## src/rtl/zoh_sdm_pkg.sv

```systemverilog
package zoh_sdm_pkg;

    typedef enum logic {
        RATE_NORMAL = 1'b0,
        RATE_DOUBLE = 1'b1
    } rate_mode_e;

    // master clocks per 64x output tick (384 / 64)
    localparam int unsigned MCLK_PER_TICK = 6;

endpackage

```

## src/rtl/zoh_rate_gen.sv

```systemverilog
module zoh_rate_gen
    import zoh_sdm_pkg::*;
#(
    parameter int unsigned DIV         = MCLK_PER_TICK,
    parameter int unsigned HOLD_NORMAL = 16,
    parameter int unsigned HOLD_DOUBLE = 8
) (
    input  logic clk_i,
    input  logic rst_ni,
    input  logic dbl_i,
    output logic tick_o,
    output logic load_o
);
    localparam int unsigned DV_W = $clog2(DIV);
    localparam int unsigned PH_W = $clog2(HOLD_NORMAL);

    typedef struct packed {
        logic [DV_W-1:0] div;
        logic [PH_W-1:0] ph;
    } rg_state_t;

    rg_state_t  st_d, st_q;
    rate_mode_e mode;
    logic [PH_W-1:0] last_ph;

    assign mode = rate_mode_e'(dbl_i);

    always_comb begin
        st_d    = st_q;
        last_ph = (mode == RATE_DOUBLE) ? PH_W'(HOLD_DOUBLE - 1) : PH_W'(HOLD_NORMAL - 1);
        tick_o  = (st_q.div == DV_W'(DIV - 1));
        load_o  = tick_o && (st_q.ph == '0);
        if (tick_o) begin
            st_d.div = '0;
            // >= lets a mode change mid-period wrap cleanly
            st_d.ph  = (st_q.ph >= last_ph) ? '0 : st_q.ph + 1'b1;
        end else begin
            st_d.div = st_q.div + 1'b1;
        end
    end

    always_ff @(posedge clk_i or negedge rst_ni) begin
        if (!rst_ni) st_q <= '0;
        else         st_q <= st_d;
    end

endmodule

```

## src/rtl/zoh_sdm_chan.sv

```systemverilog
module zoh_sdm_chan #(
    parameter int unsigned IN_W  = 16,
    parameter int unsigned ACC_W = 24,
    parameter int unsigned ORDER = 4
) (
    input  logic            clk_i,
    input  logic            rst_ni,
    input  logic            tick_i,
    input  logic            mute_i,
    input  logic [IN_W-1:0] x_i,
    output logic            bit_o
);
    localparam int unsigned SHIFT = ACC_W - IN_W - 2;
    localparam int unsigned SUM_W = ACC_W + 2;
    localparam logic signed [ACC_W-1:0] FB_P    = ACC_W'(2 ** (ACC_W - 3));
    localparam logic signed [ACC_W-1:0] LIM_POS = ACC_W'((2 ** (ACC_W - 1)) - 1);
    localparam logic signed [ACC_W-1:0] LIM_NEG = -LIM_POS;
    localparam logic signed [ACC_W:0]   RLIM_P  = (ACC_W + 1)'((2 ** (ACC_W - 1)) - 1);
    localparam logic signed [ACC_W:0]   RLIM_N  = -RLIM_P;

    typedef struct packed {
        logic [ORDER-1:0][ACC_W-1:0] ig;
        logic                        obit;
        logic                        mph;
    } chan_state_t;

    chan_state_t st_d, st_q;

    logic signed [ACC_W-1:0] xs, fb;
    logic signed [ACC_W-1:0] inc [ORDER];
    logic signed [ACC_W-1:0] nxt [ORDER];
    logic signed [ACC_W:0]   raw [ORDER];
    logic signed [SUM_W-1:0] vsum;

    always_comb begin
        st_d   = st_q;
        xs     = $signed({{(ACC_W - IN_W){x_i[IN_W-1]}}, x_i}) <<< SHIFT;
        fb     = st_q.obit ? FB_P : -FB_P;
        inc[0] = xs - fb;
        for (int k = 1; k < ORDER; k++) begin
            inc[k] = $signed(st_q.ig[k-1]) >>> k;
        end
        vsum = '0;
        for (int k = 0; k < ORDER; k++) begin
            raw[k] = $signed({st_q.ig[k][ACC_W-1], st_q.ig[k]}) + $signed({inc[k][ACC_W-1], inc[k]});
            if (raw[k] > RLIM_P)      nxt[k] = LIM_POS;
            else if (raw[k] < RLIM_N) nxt[k] = LIM_NEG;
            else                      nxt[k] = raw[k][ACC_W-1:0];
            vsum = vsum + SUM_W'(nxt[k] >>> k);
        end
        if (tick_i) begin
            if (mute_i) begin
                st_d.ig   = '0;
                st_d.obit = ~st_q.mph;
                st_d.mph  = ~st_q.mph;
            end else begin
                for (int k = 0; k < ORDER; k++) st_d.ig[k] = nxt[k];
                st_d.obit = ~vsum[SUM_W-1];
                st_d.mph  = 1'b0;
            end
        end
    end

    always_ff @(posedge clk_i or negedge rst_ni) begin
        if (!rst_ni) st_q <= '0;
        else         st_q <= st_d;
    end

    assign bit_o = st_q.obit;

endmodule

```

## src/rtl/zoh_sdm.sv

```systemverilog
module zoh_sdm
    import zoh_sdm_pkg::*;
#(
    parameter int unsigned NCH   = 2,
    parameter int unsigned IN_W  = 16,
    parameter int unsigned ACC_W = 24
) (
    input  logic                clk_i,
    input  logic                rst_ni,
    input  logic                dbl_i,
    input  logic                mute_i,
    input  logic                smp_vld_i,
    input  logic [NCH*IN_W-1:0] smp_i,
    output logic [NCH-1:0]      bits_o,
    output logic                bits_vld_o
);
    typedef struct packed {
        logic [NCH-1:0][IN_W-1:0] pend;
        logic [NCH-1:0][IN_W-1:0] act;
        logic                     vld;
    } top_state_t;

    top_state_t st_d, st_q;
    logic tick_w, load_w;
    logic [NCH-1:0][IN_W-1:0] fresh, feed;
    logic [NCH*IN_W-1:0] act_w;

    zoh_rate_gen #(
        .DIV(MCLK_PER_TICK), .HOLD_NORMAL(16), .HOLD_DOUBLE(8)
    ) u_rate (
        .clk_i(clk_i), .rst_ni(rst_ni), .dbl_i(dbl_i),
        .tick_o(tick_w), .load_o(load_w)
    );

    always_comb begin
        st_d     = st_q;
        st_d.vld = tick_w;
        for (int c = 0; c < NCH; c++) begin
            fresh[c] = smp_vld_i ? smp_i[c*IN_W +: IN_W] : st_q.pend[c];
            feed[c]  = load_w ? fresh[c] : st_q.act[c];
            if (smp_vld_i) st_d.pend[c] = smp_i[c*IN_W +: IN_W];
            if (load_w)    st_d.act[c]  = fresh[c];
        end
    end

    always_ff @(posedge clk_i or negedge rst_ni) begin
        if (!rst_ni) st_q <= '0;
        else         st_q <= st_d;
    end

    for (genvar c = 0; c < NCH; c++) begin : g_ch
        zoh_sdm_chan #(.IN_W(IN_W), .ACC_W(ACC_W), .ORDER(4)) u_ch (
            .clk_i(clk_i), .rst_ni(rst_ni), .tick_i(tick_w), .mute_i(mute_i),
            .x_i(feed[c]), .bit_o(bits_o[c])
        );
    end

    assign bits_vld_o = st_q.vld;
    assign act_w      = st_q.act;

endmodule

```

## config.mk

```make
export PLATFORM = sky130hd
export DESIGN_NAME = zoh_sdm
export DESIGN_NICKNAME = d
export VERILOG_FILES = /design/src/rtl/zoh_sdm_pkg.sv /design/src/rtl/zoh_rate_gen.sv /design/src/rtl/zoh_sdm_chan.sv /design/src/rtl/zoh_sdm.sv
export SDC_FILE = /design/constraint.sdc
export NUM_CORES = 1
export LEC_CHECK = 0
export ABC_AREA = 1
export CELL_PAD_IN_SITES_DETAIL_PLACEMENT = 1
export CELL_PAD_IN_SITES_GLOBAL_PLACEMENT = 2
export CORE_UTILIZATION = 41
export DETAILED_ROUTE_END_ITERATION = 10
export PLACE_DENSITY = 0.9
export SYNTH_ARGS = -nofsm -noshare
export SYNTH_HDL_FRONTEND = slang
export SYNTH_SLANG_ARGS = --single-unit
```

## constraint.sdc

```tcl
create_clock -name clk_i -period 8.4 [get_ports clk_i]
set_clock_uncertainty 0.05 [all_clocks]
set_input_delay 2.52 -clock clk_i [delete_from_list [all_inputs] [get_ports clk_i]]
set_output_delay 2.52 -clock clk_i [all_outputs]
set_load 0.02 [all_outputs]
```

==> metrics <==
run status completed; Chip Height roughly 250 µm; number of instances in the synthesized netlist 3,571; mean instance size in the synthesized netlist 7.19 µm²; Final HPWL DP 71,200 µm; final max-slew violation count 0; standard-cell rows 91; dominant delay contributor by cell family on the critical path simple AND/OR/NAND/NOR gates; register bit total from synthesis 268; highest layer used for signal routing met4; FF-to-FF path depth 38; effective utilization at floorplan 0.415; IO Pins 40; number of buffers on the longest clock path 3; clock slew at the register clock pins of the worst setup and hold paths 50 ps; Routability Congestion 0.893; global-route congestion overflow total 0; Achievable Freq 126 MHz; crit path capture g_ch[1].u_ch.bit_o; worst r2r src g_ch[1].u_ch.inc[0]; count of buffers inserted at the top-level ports 39; CP Data Arrival Time about 8300 ps; CP dominant cell by count sky130_fd_sc_hd__nand2_1; clock tree root buffer cell sky130_fd_sc_hd__clkbuf_16; metal2 WL 46,000 µm; number of buffers inserted during clock tree synthesis 37; end of the worst register-to-register path g_ch[1].u_ch.bit_o; overall routed net length 87,800 µm; depth of the CTS H-tree 2; antenna violations before repair 0; pin count of the biggest net entering global routing between 100 and 150; Warnings, synthesis 0; actual transition at the worst max-transition pin about 1100 ps; Final Setup Violations 0; global-route usage over all layers 0.282; number of vias in the routed layout 23.5k; instance count on the critical path 35; number of max-capacitance violations reported 0; final worst-path cycle share 0.943; Die Area between 60,000 and 70,000 µm²; Residual DRC 0; vias in the first global route 25.4k; Layout area overhead 9.51%; number of vias per cell after detailed routing 5.28; share of cells above drive strength 1 0.0722; TritonCTS clock tree built; leading cell types in the layout, fill and taps excluded 1,180 x sky130_fd_sc_hd__nand2_1, 476 x sky130_fd_sc_hd__inv_1, 268 x sky130_fd_sc_hd__dfrtp_1, 229 x sky130_fd_sc_hd__ha_1, 213 x sky130_fd_sc_hd__a21oi_1; cts hold-fix bufs 0; library cells used by synthesis between 60 and 70; largest area contributor in the synthesized netlist sky130_fd_sc_hd__dfrtp_1; Synth Net Count approximately 4k; required time of the critical path 8810 ps; count of flip-flops with a built-in enable after synthesis 0; first-pass GRT wire length 141,000 µm; hold violation total from the final report 0; largest fanout of any net on the critical path 32; width of the chip 252 µm; share of the yosys chip area belonging to registers 0.261; top cells by area, synth sky130_fd_sc_hd__dfrtp_1 26%, sky130_fd_sc_hd__nand2_1 17%, sky130_fd_sc_hd__ha_1 11%; setup repair after global routing missed its margin false; launching instance or port of the critical path smp_vld_i; most frequently used flop master after synthesis sky130_fd_sc_hd__dfrtp_1; First DRT Iteration DRCs 981; combined area of all synthesized cells 25,700 µm²; area of the core 61,800 µm²; stage delay of the slowest cell on the critical path 550 ps; net count reported at finish 3,953; max-slew headroom at the worst pin 0.278; ys async rst share 1.00; Final TNS setup 0 ps; most frequent standard cell in the layout excluding fill and tap cells sky130_fd_sc_hd__nand2_1; hold path depth 2; WL met3 ~1800 µm; setup slack on the worst flop-to-flop path ~1700 ps; critical path startpoint category primary input; detail-routed net length per standard cell 19.7 µm; # diodes 0; share of Yosys cell area claimed by the top area cell type 0.261; Met1 Routed Length 36,700 µm; number of fill cells in the layout around 7.8k; later-pin clock latency in the skew report 560 ps; remaining antenna violation count after routing 0; Num Clock Sinks 268; Final min period 7920 ps; 1st-pass router iterations 5; highest-delay cell along the critical path sky130_fd_sc_hd__fa_1; crit end category flop; Setup Crit Path Kind primary input to flop; classification of the worst-slack hold path flop to flop; buffering stage count on the worst path with inverters included 4
per-stage QoR:
stage	setup WS, ps	utilization	instance area, µm²	hold WS [ps]	std cells
2_1_floorplan	963	-	25700	382	3571
3_3_place_gp	84.6	0.435	26900	393	4385
3_5_place_dp	-127	0.435	26900	419	4385
4_1_cts	354	0.455	28100	433	4452
5_1_grt	20.0	0.455	28100	455	4452
6_report	476	0.455	28100	432	4452
cell usage after synthesis, drive strengths merged, types with 33 or more instances:
cell type and count:
a21oi 228, buf 33, clkbuf 48, dfrtp 268
fa 100, ha 229, inv 480, nand2 1246
nand3 137, nand4 33, nor2 195, o21ai 211
xnor2 48, xor2 74
state kept, by name (all words and copies together), names as in the netlist:
register,flops
act_w,32
bits_vld_o,1
g_ch.u_ch.bit_o,2
u_rate.st_q,7
st_q,32
g_ch.u_ch.inc,132
g_ch.u_ch.st_q,62
worst register-to-register path: cells and delay by family, from the launching register on:
kind            cells  cell delay, ps
flops               1             410
compound gates     10            1970
simple gates       17            1790
fa+ha+maj           5            1940
buf+inv             6             460
worst min path at each step:
stage / start / to / slack [ps]
4_1_cts: act_w[11] / act_w[11] / 430
5_1_grt: u_rate.st_q[4] / u_rate.st_q[4] / 460
3_3_place_gp: u_rate.st_q[4] / u_rate.st_q[4] / 390
2_1_floorplan: u_rate.st_q[4] / u_rate.st_q[4] / 380
3_5_place_dp: act_w[11] / act_w[11] / 420
6_report: g_ch[0].u_ch.st_q[96] / g_ch[0].u_ch.st_q[96] / 430
routing by layer:
| layer | vias to the layer above | GRT usage |
|---|---|---|
| li1 | 11500 | - |
| met1 | 11600 | 0.331 |
| met2 | 265 | 0.529 |
| met3 | 139 | 0.0231 |
| met4 | 0 | 0.104 |
| met5 | - | 0 |
logic make-up after synthesis:
| group | after synthesis | share of synthesized area |
|---|---|---|
| simple gates | 1699 | 0.278 |
| xor+xnor | 122 | 0.0428 |
| compound gates | 556 | 0.127 |
| buf+inv | 565 | 0.0874 |
| fa+ha+maj | 329 | 0.190 |
| flops | 268 | 0.261 |
| mux | 32 | 0.0140 |
cell type report:
cell class	count	area (µm²)	area share
Multi-Input combinational cell	2738	16700	0.595
Clock inverter	16	169	0.00601
Tap cell	837	1050	0.0373
Inverter	482	1810	0.0645
Clock buffer	51	1060	0.0377
Sequential cell	268	6710	0.239
Timing Repair Buffer	60	578	0.0206
what timing repair did:
action / 4_1_cts / 5_1_grt
endpoints found under the setup margin: 0 / 1
resized for setup: 0 / 2
setup buffers: 0 / 0
Power is left out: the tool's default activity adds up to more than one toggle a clock period on the data nets, which glitch-free logic cannot reach.
